File: src/rtl/dmt_pkg.sv
`timescale 1ns/1ps
package dmt_pkg;
  localparam int ADDR_W   = 4;
  localparam int DATA_W   = 16;
  localparam int NUM_CH   = 2;
  localparam int SEL_W    = 2;
  localparam int IE_BIT   = 6;
  localparam int PRE_BASE = 3;   // log2 of the smallest ratio
  localparam int PRE_STEP = 2;   // log2 growth per select step
  localparam int PRE_W    = PRE_BASE + PRE_STEP * ((1 << SEL_W) - 1);

  localparam logic [ADDR_W-1:0] START_ADDR = '0;

  function automatic logic [ADDR_W-1:0] ctl_addr(input int ch);
    return ADDR_W'(2 + 6 * ch);
  endfunction

  function automatic logic [ADDR_W-1:0] cnt_addr(input int ch);
    return ADDR_W'(4 + 6 * ch);
  endfunction

  function automatic logic [ADDR_W-1:0] cmp_addr(input int ch);
    return ADDR_W'(6 + 6 * ch);
  endfunction
endpackage

File: src/rtl/dmt_prescaler.sv
`timescale 1ns/1ps
module dmt_prescaler
  import dmt_pkg::*;
#(
  parameter int SW = SEL_W,
  parameter int BASE = PRE_BASE,
  parameter int STEP = PRE_STEP,
  localparam int PW = BASE + STEP * ((1 << SW) - 1)
) (
  input  logic          clk,
  input  logic          rst_n,
  input  logic          run,
  input  logic [SW-1:0] sel,
  output logic          tick
);
  logic [PW-1:0] div_q;
  logic [PW:0]   last;

  // last phase of the selected ratio: 2^(BASE+STEP*sel) - 1
  always_comb begin
    last = ((PW+1)'(1) << (BASE + STEP * int'(sel))) - (PW+1)'(1);
  end

  // >= keeps a ratio change mid-interval from stalling the divider
  assign tick = run && ({1'b0, div_q} >= last);

  always_ff @(posedge clk or negedge rst_n) begin
    if (!rst_n) begin
      div_q <= '0;
    end else if (!run || tick) begin
      div_q <= '0;
    end else begin
      div_q <= div_q + PW'(1);
    end
  end
endmodule

File: src/rtl/dmt_channel.sv
`timescale 1ns/1ps
module dmt_channel
  import dmt_pkg::*;
#(
  parameter int DW = DATA_W,
  parameter int SW = SEL_W
) (
  input  logic          clk,
  input  logic          rst_n,
  input  logic          run,
  input  logic [SW-1:0] sel,
  input  logic          ie,
  input  logic          cnt_we,
  input  logic          cmp_we,
  input  logic [DW-1:0] wdata,
  output logic [DW-1:0] count,
  output logic [DW-1:0] compare,
  output logic          irq
);
  logic tick;
  logic hit;

  dmt_prescaler #(.SW(SW)) u_pre (
    .clk  (clk),
    .rst_n(rst_n),
    .run  (run),
    .sel  (sel),
    .tick (tick)
  );

  assign hit = tick && (count == compare);

  always_ff @(posedge clk or negedge rst_n) begin
    if (!rst_n) begin
      count   <= '0;
      compare <= '1;
      irq     <= 1'b0;
    end else begin
      irq <= hit && ie;
      // bus write outranks the count update on the same edge
      if (cnt_we) begin
        count <= wdata;
      end else if (hit) begin
        count <= '0;
      end else if (tick) begin
        count <= count + DW'(1);
      end
      if (cmp_we) begin
        compare <= wdata;
      end
    end
  end
endmodule

File: src/rtl/dmt_regs.sv
`timescale 1ns/1ps
module dmt_regs
  import dmt_pkg::*;
#(
  parameter int NCH = NUM_CH,
  parameter int DW = DATA_W,
  parameter int SW = SEL_W
) (
  input  logic                   clk,
  input  logic                   rst_n,
  input  logic [ADDR_W-1:0]      addr,
  input  logic                   wr_en,
  input  logic [NCH-1:0]         wr_start,
  input  logic                   wr_ie,
  input  logic [SW-1:0]          wr_sel,
  input  logic [NCH-1:0][DW-1:0] cnt_in,
  input  logic [NCH-1:0][DW-1:0] cmp_in,
  output logic [NCH-1:0]         run,
  output logic [NCH-1:0]         ie,
  output logic [NCH-1:0][SW-1:0] sel,
  output logic [NCH-1:0]         cnt_we,
  output logic [NCH-1:0]         cmp_we,
  output logic [DW-1:0]          rd_data
);
  always_ff @(posedge clk or negedge rst_n) begin
    if (!rst_n) begin
      run <= '0;
    end else if (wr_en && addr == START_ADDR) begin
      run <= wr_start;
    end
  end

  for (genvar c = 0; c < NCH; c++) begin : g_ch
    assign cnt_we[c] = wr_en && (addr == cnt_addr(c));
    assign cmp_we[c] = wr_en && (addr == cmp_addr(c));

    always_ff @(posedge clk or negedge rst_n) begin
      if (!rst_n) begin
        ie[c]  <= 1'b0;
        sel[c] <= '0;
      end else if (wr_en && addr == ctl_addr(c)) begin
        ie[c]  <= wr_ie;
        sel[c] <= wr_sel;
      end
    end
  end

  always_comb begin
    rd_data = '1;
    if (addr == START_ADDR) begin
      rd_data = '0;
      rd_data[NCH-1:0] = run;
    end
    for (int c = 0; c < NCH; c++) begin
      if (addr == ctl_addr(c)) begin
        rd_data = '0;
        rd_data[IE_BIT] = ie[c];
        rd_data[SW-1:0] = sel[c];
      end else if (addr == cnt_addr(c)) begin
        rd_data = cnt_in[c];
      end else if (addr == cmp_addr(c)) begin
        rd_data = cmp_in[c];
      end
    end
  end
endmodule

File: src/rtl/dual_match_timer.sv
`timescale 1ns/1ps
module dual_match_timer
  import dmt_pkg::*;
#(
  parameter int NCH = NUM_CH,
  parameter int DW = DATA_W,
  parameter int SW = SEL_W
) (
  input  logic              clk,
  input  logic              rst_n,
  input  logic [ADDR_W-1:0] addr,
  input  logic              wr_en,
  input  logic [DW-1:0]     wr_data,
  output logic [DW-1:0]     rd_data,
  output logic [NCH-1:0]    irq
);
  logic [NCH-1:0]         run_w;
  logic [NCH-1:0]         ie_w;
  logic [NCH-1:0][SW-1:0] sel_w;
  logic [NCH-1:0]         cnt_we_w;
  logic [NCH-1:0]         cmp_we_w;
  logic [NCH-1:0][DW-1:0] cnt_w;
  logic [NCH-1:0][DW-1:0] cmp_w;

  dmt_regs #(.NCH(NCH), .DW(DW), .SW(SW)) u_regs (
    .clk     (clk),
    .rst_n   (rst_n),
    .addr    (addr),
    .wr_en   (wr_en),
    .wr_start(wr_data[NCH-1:0]),
    .wr_ie   (wr_data[IE_BIT]),
    .wr_sel  (wr_data[SW-1:0]),
    .cnt_in  (cnt_w),
    .cmp_in  (cmp_w),
    .run     (run_w),
    .ie      (ie_w),
    .sel     (sel_w),
    .cnt_we  (cnt_we_w),
    .cmp_we  (cmp_we_w),
    .rd_data (rd_data)
  );

  for (genvar c = 0; c < NCH; c++) begin : g_chan
    dmt_channel #(.DW(DW), .SW(SW)) u_chan (
      .clk    (clk),
      .rst_n  (rst_n),
      .run    (run_w[c]),
      .sel    (sel_w[c]),
      .ie     (ie_w[c]),
      .cnt_we (cnt_we_w[c]),
      .cmp_we (cmp_we_w[c]),
      .wdata  (wr_data),
      .count  (cnt_w[c]),
      .compare(cmp_w[c]),
      .irq    (irq[c])
    );
  end
endmodule

File: config.mk
export PLATFORM = sky130hd
export DESIGN_NAME = dual_match_timer
export DESIGN_NICKNAME = d
export VERILOG_FILES = /design/src/rtl/dmt_pkg.sv /design/src/rtl/dmt_prescaler.sv /design/src/rtl/dmt_channel.sv /design/src/rtl/dmt_regs.sv /design/src/rtl/dual_match_timer.sv
export SDC_FILE = /design/constraint.sdc
export NUM_CORES = 1
export LEC_CHECK = 0
export BUFFER_PORTS_ARGS = -buffer_cell sky130_fd_sc_hd__buf_4
export CORE_MARGIN = 2
export CORE_UTILIZATION = 47
export DETAILED_ROUTE_END_ITERATION = 12
export GPL_ROUTABILITY_DRIVEN = 0
export PLACE_DENSITY_LB_ADDON = 0.12
export SYNTH_ARGS = -nofsm -noshare
export SYNTH_HDL_FRONTEND = slang
export SYNTH_HIERARCHICAL = 1
export SYNTH_SLANG_ARGS = --single-unit
File: constraint.sdc
create_clock -name clk -period 7.1 [get_ports clk]
set_input_delay 0 -clock clk [delete_from_list [all_inputs] [get_ports clk]]
set_output_delay 0 -clock clk [all_outputs]
set_load 0.01 [all_outputs]
==> metrics.md <==
| Metric | Value |
|---|---|
| Finished Cell Area | 7110 sq um |
| Slew margin rel. | 45.2% |
| Die Span X | 119 um |
| Vias | 5051 |
| I/O pins | 41 |
| FFs w/ async S/R, synth | 100% |
| Worst Hold Class | in -> async |
| WP data arrival | 2990 ps |
| Ant. Diodes | 0 |
| Post-DP Area | 6640 sq um |
| Mux cell area share after synthesis | 9.48% |
| M1 GR Usage | 32.3% |
| CTS tree | built |
| Main combinational cell family by area after synthesis | simple AND/OR/NAND/NOR gates |
| Row cnt | 42 |
| Grt ovf | 0 |
| Register area | 2340 sq um |
| Peak VDD IR | 0.257 mV |
| Synth Area in Compound Gates | 16.3% |
| #FFs+latches synth | 92 |
| Worst reg2reg path depth | 11 |
| Die Y | 119 um |
| Reg2reg setup slack | 4380 ps |
| Worst EP required | 7370 ps |
| Multi-input logic area | 3620 sq um |
| Worst setup SP type | flop |
| Drt pass-1 iters | 5 |
| Avg WL per Cell | 18.6 um |
| Final TNS setup | 0 ps |
| RSZ-0062 raised after global routing | false |
| DRT iter0 DRCs | 402 |
| Met2 Usage GRT | 37.6% |
| Initial antenna violation count | 0 |
| Worst skew pair latency | 350 ps |
| Vias in the first global route | 4914 |
| Antenna-violating nets left | 0 |
| YS warnings | 6 |
| Final worst path period share | 38.3% |
| # H-tree levels | 3 |
| Fmax | 368 MHz |
| All-Layer GR Usage | 23.5% |
| Status | finished, final reports clean |
| Hpwl dp | 11.6 mm |
| First-pass GRT wire length | 26.2 mm |
| Synth unique cells | 59 |
| Port bufs | 40 |
| Worst-path clk slew | 70 ps |
| Critical Path End Type | flop |
| Fill cells | 1213 |
| DIE AREA | 14200 sq um |
| EDFF count, synth | 0 |
| Post_cts resized | 0 |
| CTS buffer count | 9 |
| Maxcap violations | 0 |
| Core ar. | 13100 sq um |
| Global route hottest layer | met2 |
| Layout cell share with drive strength beyond 1 | 21.8% |
| Simple-gate portion of the synthesized area | 18.2% |
| Synth Instances | 652 |
| Slew @ Worst Pin | 822 ps |
| DRC violations left | 0 |
| Synth Area in XOR/XNOR | 9.80% |
| Root Buffer | clkbuf_16 |
| Final Slew Violations | 0 |
| Final Skew | 5.87 ps |
| Net count after synthesis | 695 |
| Final hold violation count | 0 |
| Pre-CTS setup slack | 4410 ps |
| GR Util met3 | 4.50% |
| Largest net degree at the start of global routing | 56 |
| Final #Nets | 731 |
| Synth Flop Type | dfrtp_1 |
| Adder-cell share of the synthesized area | 4.00% |
| Syn Area/Cell | 9.60 sq um |
| Maximum clock insertion buffer count | 2 |
| Setup CP Type | reg -> reg |
| Sink Count | 92 |
| Setup repair bufs after CTS | 0 |
| Initial core utilization | 47.6% |
| Static Leak | 0.00285 uW |
| Pwr Density | 251 nW/um^2 |
| Area grow syn2layout | 13.6% |
| Detailed Route WL | 16.2 mm |
| Setup WS post-layout | 4380 ps |
| Mapped Area | 6260 sq um |
| Critical path fanouts, max | 11 |
| Sequential fraction of the synthesis area | 37.4% |
| Avg Vias per Cell | 5.81 |
| Min Clock Period, post-route | 2720 ps |
| Final setup viols | 0 |
through the flow:
step / utilization, % / instances / power [uW] / hold WS (ps)
4_1_cts: 54.1 / 869 / 1800 / 192
5_1_grt: 54.1 / 869 / 1890 / 215
6_report: 54.1 / 869 / 1780 / 166
2_1_floorplan: - / 652 / 1130 / -296
3_3_place_gp: 50.5 / 836 / 1270 / 20.1
3_5_place_dp: 50.5 / 836 / 1290 / 18.5
cell usage in the layout (no fill, tap or decap), types with 4 or more instances in the layout:
| cell type | count |
|---|---|
| o31ai_2 | 6 |
| nand2_1 | 33 |
| clkbuf_16 | 9 |
| dfrtp_1 | 60 |
| nor2b_1 | 24 |
| nor4_2 | 4 |
| nand3_1 | 12 |
| xnor2_1 | 28 |
| a21boi_0 | 10 |
| nor3_1 | 7 |
| dfstp_2 | 32 |
| nand3_2 | 4 |
| buf_4 | 45 |
| o21a_1 | 4 |
| o21ai_1 | 10 |
| and4_1 | 6 |
| nor4_1 | 5 |
| o31ai_1 | 4 |
| inv_1 | 28 |
| o22ai_1 | 14 |
| nand4_1 | 12 |
| o211ai_1 | 4 |
| xor2_1 | 42 |
| mux2_1 | 10 |
| mux2_2 | 32 |
| a311oi_1 | 13 |
| dlygate4sd3_1 | 17 |
| and3_1 | 13 |
| a211oi_1 | 6 |
| nor2_1 | 44 |
| mux2i_1 | 12 |
| o21ai_0 | 14 |
| nand2b_1 | 7 |
| ha_1 | 20 |
| nor3b_1 | 6 |
| a21oi_1 | 52 |
logic make-up after synthesis:
family	count (synthesis)
and+or+nand+nor	196
AOI/OAI and AO/OA	151
DFF	92
xor gates and xnor gates	70
buffers and inverters	67
muxes	54
adders and majority gates	20
other	2
where the power goes:
group          switching (uW)  total [uW]  internal (uW)
Combinational             241         469            228
Clock                     218         493            275
Sequential                159         820            660
flip-flops by register name, indices dropped and copies added (netlist names):
signal and count:
g_chan.u_chan/compare 32, u_regs/sel 4, g_chan.u_chan/irq 2, g_chan.u_chan/u_pre/div_q 18, g_chan.u_chan/count 32, u_regs/run 2
u_regs/ie 2
layout make-up:
cell class	count	share of cell area [%]
Multi-Input combinational cell	493	51.0
Clock inverter	7	1.07
Timing Repair Buffer	62	7.15
Clock buffer	9	3.17
Sequential cell	92	33.0
Inverter	30	1.58
Tap cell	176	3.10
critical path: stages (launching register included):
cell and delay [ps]:
dfrtp_1 490, inv_1 80, ha_1 290, o211ai_1 90, o21a_1 230, a221oi_1 250, buf_4 230, inv_2 100
nor4_2 410, nand2_1 120, xor2_1 160, o31ai_2 170
per-layer routing:
metal  vias to the layer above  wire (um)
li1                       2394          -
met5                         -          0
met1                      2491       7480
met3                        29        826
met2                       137       7580
met4                         0        320
final timing paths:
check | start | end
setup / recovery | u_regs/sel[1]$_DFFE_PN0P_ | g_chan[0].u_chan/count[13]$_DFFE_PN0P_
hold / removal | rst_n | g_chan[0].u_chan/u_pre/div_q[3]$_DFF_PN0_
setup reg to reg | u_regs/sel[1]$_DFFE_PN0P_ | g_chan[0].u_chan/count[13]$_DFFE_PN0P_
hold reg to reg | g_chan[1].u_chan/u_pre/div_q[0]$_DFF_PN0_ | g_chan[1].u_chan/u_pre/div_q[0]$_DFF_PN0_
max in group asynchronous | rst_n | g_chan[0].u_chan/count[15]$_DFFE_PN0P_
min in group clk | wr_en | u_regs/sel[3]$_DFFE_PN0P_
synth_stat cells (all sizes together) (9+ instances only):
library cell | n | area [sq um]
xnor2 | 28 | 245
o22ai | 14 | 87.6
nand4 | 12 | 75.1
and3 | 13 | 81.3
xor2 | 42 | 368
nor3 | 9 | 55.1
o31ai | 10 | 105
mux2 | 42 | 473
clkbuf | 19 | 71.3
nand2 | 33 | 124
inv | 30 | 113
a21boi | 13 | 97.6
nand3 | 16 | 100
nor2 | 47 | 191
dfrtp | 60 | 1500
a311oi | 13 | 114
mux2i | 12 | 120
nor4 | 11 | 124
dfstp | 32 | 841
ha | 20 | 250
a21oi | 52 | 260
o21ai | 24 | 120
buf | 18 | 109
nor2b | 24 | 150
timing repair:
| item | 4_1_cts | 5_1_grt |
|---|---|---|
| endpoints found under the setup margin | 0 | 0 |
| hold buffers | 17 | 0 |
| hold endpoints to repair | 103 | 0 |
Note: power is estimated with default switching activity, not from simulation.
